## src/rtl/sertx_pkg.sv

```systemverilog
package sertx_pkg;

    localparam int DATA_W  = 8;
    localparam int FRAME_W = 12;
    localparam int LEN_W   = 4;

    typedef struct packed {
        logic seven;
        logic parity;
        logic odd;
        logic two_stop;
    } fmt_fields_t;

    function automatic fmt_fields_t decode_fmt(input logic [2:0] code);
        fmt_fields_t f;
        f.seven    = ~code[2];
        f.parity   = ~code[2] | code[1];
        f.odd      = code[0];
        f.two_stop = (~code[2] & ~code[1]) | (code[2] & ~code[1] & ~code[0]);
        return f;
    endfunction

endpackage

```

## src/rtl/sertx_fmt_decode.sv

```systemverilog
module sertx_fmt_decode
    import sertx_pkg::*;
(
    input  logic [DATA_W-1:0]  data_i,
    input  logic [2:0]         code_i,
    output logic [FRAME_W-1:0] bits_o,
    output logic [LEN_W-1:0]   len_o
);

    fmt_fields_t       f;
    int                nd;
    logic [DATA_W-1:0] mask;
    logic              par;

    always_comb begin
        f    = decode_fmt(code_i);
        nd   = f.seven ? DATA_W - 1 : DATA_W;
        mask = f.seven ? {1'b0, {(DATA_W-1){1'b1}}} : {DATA_W{1'b1}};
        par  = (^(data_i & mask)) ^ f.odd;

        bits_o    = '1;
        bits_o[0] = 1'b0;
        for (int i = 0; i < DATA_W; i++) begin
            if (i < nd) bits_o[1+i] = data_i[i];
        end
        if (f.parity) bits_o[1+nd] = par;

        len_o = LEN_W'(1 + nd + (f.parity ? 1 : 0) + (f.two_stop ? 2 : 1));
    end

endmodule

```

## src/rtl/sertx_hold.sv

```systemverilog
module sertx_hold
    import sertx_pkg::*;
(
    input  logic              clk,
    input  logic              rst,
    input  logic              load_i,
    input  logic [DATA_W-1:0] data_i,
    input  logic              take_i,
    output logic [DATA_W-1:0] data_o,
    output logic              full_o
);

    typedef struct packed {
        logic [DATA_W-1:0] data;
        logic              full;
    } hold_st_t;

    hold_st_t st_d, st_q;

    always_comb begin
        st_d = st_q;
        if (take_i) st_d.full = 1'b0;
        if (load_i) begin
            st_d.data = data_i;
            st_d.full = 1'b1;
        end
    end

    always_ff @(posedge clk) begin
        if (rst) st_q <= '0;
        else     st_q <= st_d;
    end

    assign data_o = st_q.data;
    assign full_o = st_q.full;

endmodule

```

## src/rtl/sertx_shift.sv

```systemverilog
module sertx_shift
    import sertx_pkg::*;
#(
    parameter int TICKS_PER_BIT = 16
) (
    input  logic               clk,
    input  logic               rst,
    input  logic               tick_i,
    input  logic               ready_i,
    input  logic [FRAME_W-1:0] bits_i,
    input  logic [LEN_W-1:0]   len_i,
    output logic               take_o,
    output logic               line_o
);

    localparam int SUB_W = $clog2(TICKS_PER_BIT);
    localparam logic [SUB_W-1:0] SUB_LAST = SUB_W'(TICKS_PER_BIT - 1);

    typedef struct packed {
        logic               busy;
        logic [FRAME_W-1:0] frame;
        logic [LEN_W-1:0]   left;
        logic [SUB_W-1:0]   sub;
    } shift_st_t;

    shift_st_t st_d, st_q;

    assign take_o = ~st_q.busy & ready_i;

    always_comb begin
        st_d = st_q;
        if (take_o) begin
            st_d.busy  = 1'b1;
            st_d.frame = bits_i;
            st_d.left  = len_i;
            st_d.sub   = '0;
        end else if (st_q.busy && tick_i) begin
            if (st_q.sub == SUB_LAST) begin
                st_d.sub   = '0;
                st_d.frame = {1'b1, st_q.frame[FRAME_W-1:1]};
                st_d.left  = st_q.left - 1'b1;
                if (st_q.left == LEN_W'(1)) st_d.busy = 1'b0;
            end else begin
                st_d.sub = st_q.sub + 1'b1;
            end
        end
    end

    always_ff @(posedge clk) begin
        if (rst) st_q <= '0;
        else     st_q <= st_d;
    end

    assign line_o = st_q.busy ? st_q.frame[0] : 1'b1;

    // a frame starts with a low line
    a_r1_start_low: assert property (@(posedge clk) disable iff (rst)
        $rose(st_q.busy) |-> !line_o);

    // the line holds unless the last pulse of a bit is taken
    a_r6_bit_hold: assert property (@(posedge clk) disable iff (rst)
        (st_q.busy && !(tick_i && st_q.sub == SUB_LAST)) |=> $stable(line_o));

endmodule

```

## src/rtl/sertx_frame.sv

```systemverilog
module sertx_frame
    import sertx_pkg::*;
#(
    parameter int TICKS_PER_BIT = 16
) (
    input  logic              clk,
    input  logic              rst,
    input  logic              bit_tick,
    input  logic              load,
    input  logic [DATA_W-1:0] din,
    input  logic [2:0]        fmt,
    output logic              line_out,
    output logic              buf_empty
);

    logic [DATA_W-1:0]  held;
    logic               full;
    logic               take;
    logic [FRAME_W-1:0] bits;
    logic [LEN_W-1:0]   len;

    sertx_hold u_hold (
        .clk    (clk),
        .rst    (rst),
        .load_i (load),
        .data_i (din),
        .take_i (take),
        .data_o (held),
        .full_o (full)
    );

    sertx_fmt_decode u_dec (
        .data_i (held),
        .code_i (fmt),
        .bits_o (bits),
        .len_o  (len)
    );

    sertx_shift #(.TICKS_PER_BIT(TICKS_PER_BIT)) u_shift (
        .clk     (clk),
        .rst     (rst),
        .tick_i  (bit_tick),
        .ready_i (full),
        .bits_i  (bits),
        .len_i   (len),
        .take_o  (take),
        .line_o  (line_out)
    );

    assign buf_empty = ~full;

    // a load fills the holding register
    a_r7_load_fills: assert property (@(posedge clk) disable iff (rst)
        load |=> !buf_empty);

    // moving the byte out empties the holding register
    a_r8_empty_on_take: assert property (@(posedge clk) disable iff (rst)
        (take && !load) |=> buf_empty);

    // a load on the move edge keeps the register full
    a_r10_load_on_take: assert property (@(posedge clk) disable iff (rst)
        (take && load) |=> !buf_empty);

    // reset returns the line and buffer to idle
    a_r11_reset_idle: assert property (@(posedge clk)
        rst |=> (line_out && buf_empty));

endmodule

```

## config.mk

```make
export PLATFORM = sky130hd
export DESIGN_NAME = sertx_frame
export DESIGN_NICKNAME = d
export VERILOG_FILES = /design/src/rtl/sertx_pkg.sv /design/src/rtl/sertx_fmt_decode.sv /design/src/rtl/sertx_hold.sv /design/src/rtl/sertx_shift.sv /design/src/rtl/sertx_frame.sv
export SDC_FILE = /design/constraint.sdc
export NUM_CORES = 1
export LEC_CHECK = 0
export ABC_AREA = 1
export BUFFER_PORTS_ARGS = -buffer_cell sky130_fd_sc_hd__buf_2
export CELL_PAD_IN_SITES_DETAIL_PLACEMENT = 0
export CELL_PAD_IN_SITES_GLOBAL_PLACEMENT = 1
export CORE_UTILIZATION = 45
export CTS_CLUSTER_DIAMETER = 80
export DETAILED_ROUTE_END_ITERATION = 10
export PLACE_DENSITY = 0.88
export SLEW_MARGIN = 20
export SYNTH_ARGS = -nofsm -noshare
export SYNTH_HDL_FRONTEND = slang
export SYNTH_SLANG_ARGS = --single-unit
```

## constraint.sdc

```tcl
create_clock -name clk -period 3.6 [get_ports clk]
set_input_delay 0.72 -clock clk [delete_from_list [all_inputs] [get_ports clk]]
set_output_delay 0.72 -clock clk [all_outputs]
set_load 0.02 [all_outputs]
```

== Word level (Yosys, flattened, before mapping) ==
Index checks and enable logic that the tools add are counted.

* Logic and storage cells: 70
* Register bits: 30
* Bits of input ports: 15

* Equality and inequality tests: 2
* Reduce and logical (&&, ||, !) cells: 10
* Bitwise operators: 13
* Add/sub/neg operators: 5
* $lt $le $gt $ge: 10
* Muxes and demuxes: 24

{| class="wikitable"
|+ Operators with widths
! kind !! number
|-
| 4-bit by 32-bit less-than comparator with 1-bit output (first input constant) || 4
|-
| 3-bit by 32-bit less-than comparator with 1-bit output (first input constant) || 2
|-
| 21-bit 2-to-1 mux || 2
|-
| 32-bit by 1-bit greater-or-equal comparator with 1-bit output (second input constant) || 1
|-
| 1-bit by 32-bit less-than comparator with 1-bit output (first input constant) || 1
|-
| 2-bit by 32-bit less-than comparator with 1-bit output (first input constant) || 1
|-
| 32-bit by 6-bit less-than comparator with 1-bit output (second input constant) || 1
|-
| 17-bit 2-to-1 mux || 1
|-
| 1-bit 2-to-1 mux || 14
|-
| 12-bit bitwise mux || 1
|-
| 12-bit 2-to-1 mux || 1
|-
| 4-bit adder || 2
|-
| 8-bit AND || 1
|-
| 4-bit 2-to-1 mux || 2
|-
| 8-bit 2-to-1 mux || 1
|-
| 2-bit nonzero test || 4
|-
| 8-bit parity || 1
|-
| 1-bit by 4-bit adder with 5-bit output (first input constant) || 1
|-
| 1-bit NOT || 5
|-
| 4-bit by 1-bit adder with 4-bit output (second input constant) || 1
|-
| 1-bit AND || 4
|-
| 1-bit demux with 4-bit select || 1
|-
| 4-bit by 1-bit == test with 1-bit output (second input constant) || 1
|-
| 4-bit == test (second input constant) || 1
|-
| other kinds (8) || 10
|}

== Logic depth before layout (Yosys ltp) ==
* Word-level depth: 9
* Gate-level depth with buffers: 13

== By module ==
Synthesis repeated with hierarchy kept, for this count alone.

* Cells, all modules: 254
* Area, all modules: 1731.7 µm²

{| class="wikitable"
|+ By module, submodules not included
! module !! instances !! area each (µm²) !! sequential area each (µm²) !! cells an instance
|-
| sertx_shift || 1 || 1097.3 || 420.4 || 154
|-
| sertx_fmt_decode || 1 || 326.6 || 0.0 || 61
|-
| sertx_hold || 1 || 304.0 || 180.2 || 38
|-
| sertx_frame || 1 || 3.8 || 0.0 || 1
|}

== Worst setup path after synthesis ==
Ideal clock, no wire load.

* Kind: input to register
* From: input fmt[2]
* To: register u_shift.st_q[4] (netlist bit)
* Data required time: 3.468 ns
* Buffers on the path: 0
* Setup time: 0.132 ns
* Slack: 1.907 ns
* Arrival: 1.561 ns
* Cell stages on the path: 6
* Cell sequence: inv_1 > or2_2 > o21ai_0 > ha_1 > nand2_1 > a31oi_2

* Cells in the longest elaborated chain, start to end: 6

{| class="wikitable"
|+ RTL lines
! element !! RTL line !! RTL
|-
| start: declaration || sertx_frame.sv:11 || <nowiki>input logic [2:0] fmt,</nowiki>
|-
| branches (longest 4 deep; another with 1-bit by 4-bit adder with 5-bit output) || -- ||
|-
| 4-bit adder (*) || sertx_fmt_decode.sv:28 || <nowiki>len_o = LEN_W'(1 + nd + (f.parity ? 1 : 0) + (f.two_stop ? 2 : 1));</nowiki>
|-
| 21-bit 2-to-1 mux (*) || sertx_shift.sv:32 || <nowiki>if (take_o) begin</nowiki>
|-
| end signal: assignment || sertx_shift.sv:51 || <nowiki>else st_q <= st_d;</nowiki>
|-
| end: declaration || sertx_shift.sv:26 || <nowiki>shift_st_t st_d, st_q;</nowiki>
|}

Every way passes the cells marked *.
A chain may end at the register's enable or synchronous reset.

== Worst setup path in the final report ==
* From: register u_shift.st_q[20] (netlist bit)
* To: output line_out

* Cells in the longest elaborated chain, start to end: 1

{| class="wikitable"
|+ RTL lines
! element !! RTL line !! RTL
|-
| 1-bit 2-to-1 mux || sertx_shift.sv:54 || <nowiki>assign line_o = st_q.busy ? st_q.frame[0] : 1'b1;</nowiki>
|-
| end: declaration || sertx_frame.sv:12 || <nowiki>output logic line_out,</nowiki>
|}

Every way passes these cells.

==> flow_summary.json <==
{
  "status": "finished, final reports clean",
  "synth_top_area_share": 0.401,
  "io_pins": 17,
  "place_congestion": 0.746,
  "cts_setup_buffers": 0,
  "drc_errors": 0,
  "p_per_area_nw_per_um2": 394,
  "cts.repair.resized": 0,
  "maxCapViolCount": 0,
  "placedCellCount": 251,
  "grt_start_max_net_pins": 19,
  "synthMuxAreaShare": 0,
  "num_rows": 20,
  "combPwrFrac": 0.149,
  "p_sw_frac": 0.283,
  "p_sw_mw": 0.182,
  "start_kind": "register",
  "holdBufCountCts": 0,
  "layout_setup_ws_ns": 1.90,
  "internal_power_mw": 0.461,
  "async_reset_ff_frac": 0,
  "rsz0062_at_grt": "no",
  "slew_headroom": 0.758,
  "syn_inst": 197,
  "power.share.clock": 0.284,
  "insertion_delay_ns": 0.33,
  "clock_sinks": 30,
  "leakage_nw": 0.702,
  "antenna_found_initial": 0,
  "nNetsFinal": 233,
  "synth_nets": 216,
  "setup_viol_count_final": 0,
  "final_hold_viol_count": 0,
  "netlist_top_cells_area": "dfxtp_1 40%, nand2_1 11%, a21oi_1 5.4%",
  "clockRootBuffer": "clkbuf_4",
  "endpoint_kind": "output pin",
  "pre_cts_slack_ns": 1.67,
  "tns_ns": 0,
  "overflow": 0,
  "die_h_um": 59.7,
  "min_period_ns": 1.70,
  "synth_edf_count": 0,
  "synth-adder-area-share": 0.0334,
  "whs_ns": 0.476,
  "area_delta_synth_final_pct": 9.11,
  "rrSetupSlack_ns": 2.12,
  "stdcell_count": 258,
  "synthSimpleGateAreaFrac": 0.270,
  "period_share": 0.472,
  "layout-drive-gt1-share": 0.215,
  "drt-pass1-iter-count": 4,
  "ant_nets": 0,
  "clk_pin_slew_ns": 0.09,
  "start_util": 0.482,
  "synth_xor_xnor_area_share": 0.0351,
  "grt_first_pass_wirelength_um": 5110,
  "crit_arrival_ns": 0.98,
  "hp-class": "register to register",
  "vias": 1301,
  "synth_top_family_by_area": "simple AND/OR/NAND/NOR gates",
  "htreeDepth": 2,
  "max_freq_mhz": 588,
  "cts_tree": "done",
  "drv_slew": 0,
  "cts_made_buffers": 5,
  "chipWidth_um": 59.7,
  "seq_area_frac_synth": 0.401,
  "ir_drop_v": 0.000208,
  "synth-seq-cells": 30,
  "crit_type": "register to output pin",
  "wl_per_cell_um": 11.3,
  "drt_iter0_drc": 64,
  "core-area_um2": 3100,
  "grtUsageTotal": 0.200,
  "diodes": 0,
  "synth_area_um2": 1500,
  "ys_warn_count": 0,
  "cp_max_fo": 5,
  "synth_most_common_cell": "nand2_1",
  "synth-compound-area-share": 0.171,
  "skew_ns": 0.00541,
  "ys_types": 30,
  "grt_pass1_vias": 1189,
  "seqPwrFrac": 0.567,
  "required_ns": 2.88,
  "yosys.area.top_type": "dfxtp_1",
  "vias_per_cell": 5.04,
  "syn_avg_cell_area_um2": 7.60,
  "port_buffers": 16,
  "drt_wl_total_um": 2910,
  "synthTopCellsByCount": "42 x nand2_1, 30 x dfxtp_1, 18 x nor2_1",
  "clockBufferDepth": 2,
  "synth_ff_type": "dfxtp_1",
  "worstMarginPinSlew_ns": 0.360,
  "dp_hpwl_um": 2170,
  "dieArea_um2": 3560
}
==> cell usage in the layout (no fill, tap or decap), types with 2 or more instances in the layout <==
cell type	Yosys	layout
o21ai_0	15	15
a31oi_2	2	2
xor2_1	3	3
nand2_4	3	3
clkbuf_4	0	5
inv_2	2	2
a31oi_1	6	6
or2_2	2	2
nand2_2	8	8
ha_1	4	4
clkbuf_1	4	2
inv_1	17	17
nand3_2	2	2
nand2_1	42	42
nor2_1	18	18
buf_2	1	16
a21oi_1	16	16
dfxtp_1	30	30
xnor2_1	3	3
nand3_1	8	8
==> layout make-up <==
cell class              count  area [µm²]
clock buffers               7        45.0
fillers                   317        1470
inverters                  21        82.6
multi-input cells         139         762
flip-flops and latches     30         601
well taps                  44        55.1
repair buffers             17        87.6
==> final timing paths <==
kind / cells after the start / from / to
max: 2 / u_shift.st_q[20]$_SDFFE_PP0P_ / line_out
min: 2 / u_hold.full_o$_SDFFE_PP0P_ / u_hold.full_o$_SDFFE_PP0P_
max reg2reg: 9 / u_shift.st_q[20]$_SDFFE_PP0P_ / u_shift.st_q[7]$_SDFFE_PP0P_
min reg2reg: 2 / u_hold.full_o$_SDFFE_PP0P_ / u_hold.full_o$_SDFFE_PP0P_
==> kinds of logic (layout without fill, tap and decap cells) <==
logic type / Yosys count / after routing
AOI/OAI and AO/OA: 43 / 43
xor gates and xnor gates: 6 / 6
adders and majority gates: 4 / 4
buffers and inverters: 28 / 45
DFF: 30 / 30
and+or+nand+nor: 86 / 86
==> critical path, stage by stage (launching register included) <==
cell,delay (ns)
dfxtp_1,0.42
nand2_1,0.07
buf_2,0.16
==> power groups by stage <==
stage	clock network [mW]	logic, mW	registers, mW
2_1_floorplan	0	0.0729	0.368
3_3_place_gp	0	0.0940	0.371
3_5_place_dp	0	0.0960	0.372
4_1_cts	0.189	0.0970	0.364
5_1_grt	0.206	0.111	0.367
6_report	0.182	0.0960	0.364
==> per-layer routing <==
metal | global-route usage | up-vias | share of wire
li1 | - | 674 | -
met1 | 0.219 | 592 | 0.44
met2 | 0.340 | 28 | 0.49
met3 | 0.0714 | 7 | 0.045
met4 | 0.0997 | 0 | 0.023
met5 | 0 | - | 0
==> metrics by stage <==
stage	power (mW)	utilization	cell area (µm²)
global placement	0.465	0.512	1590
finish	0.643	0.526	1630
detailed placement	0.468	0.512	1590
CTS	0.651	0.526	1630
global route	0.684	0.526	1630
floorplan	0.441	-	1500
==> state kept, by name, indices dropped and copies added, names as in the netlist <==
name and count:
u_hold.data_o 8, u_hold.full_o 1, u_shift.st_q 21
Note: power is estimated with default switching activity, not from simulation.
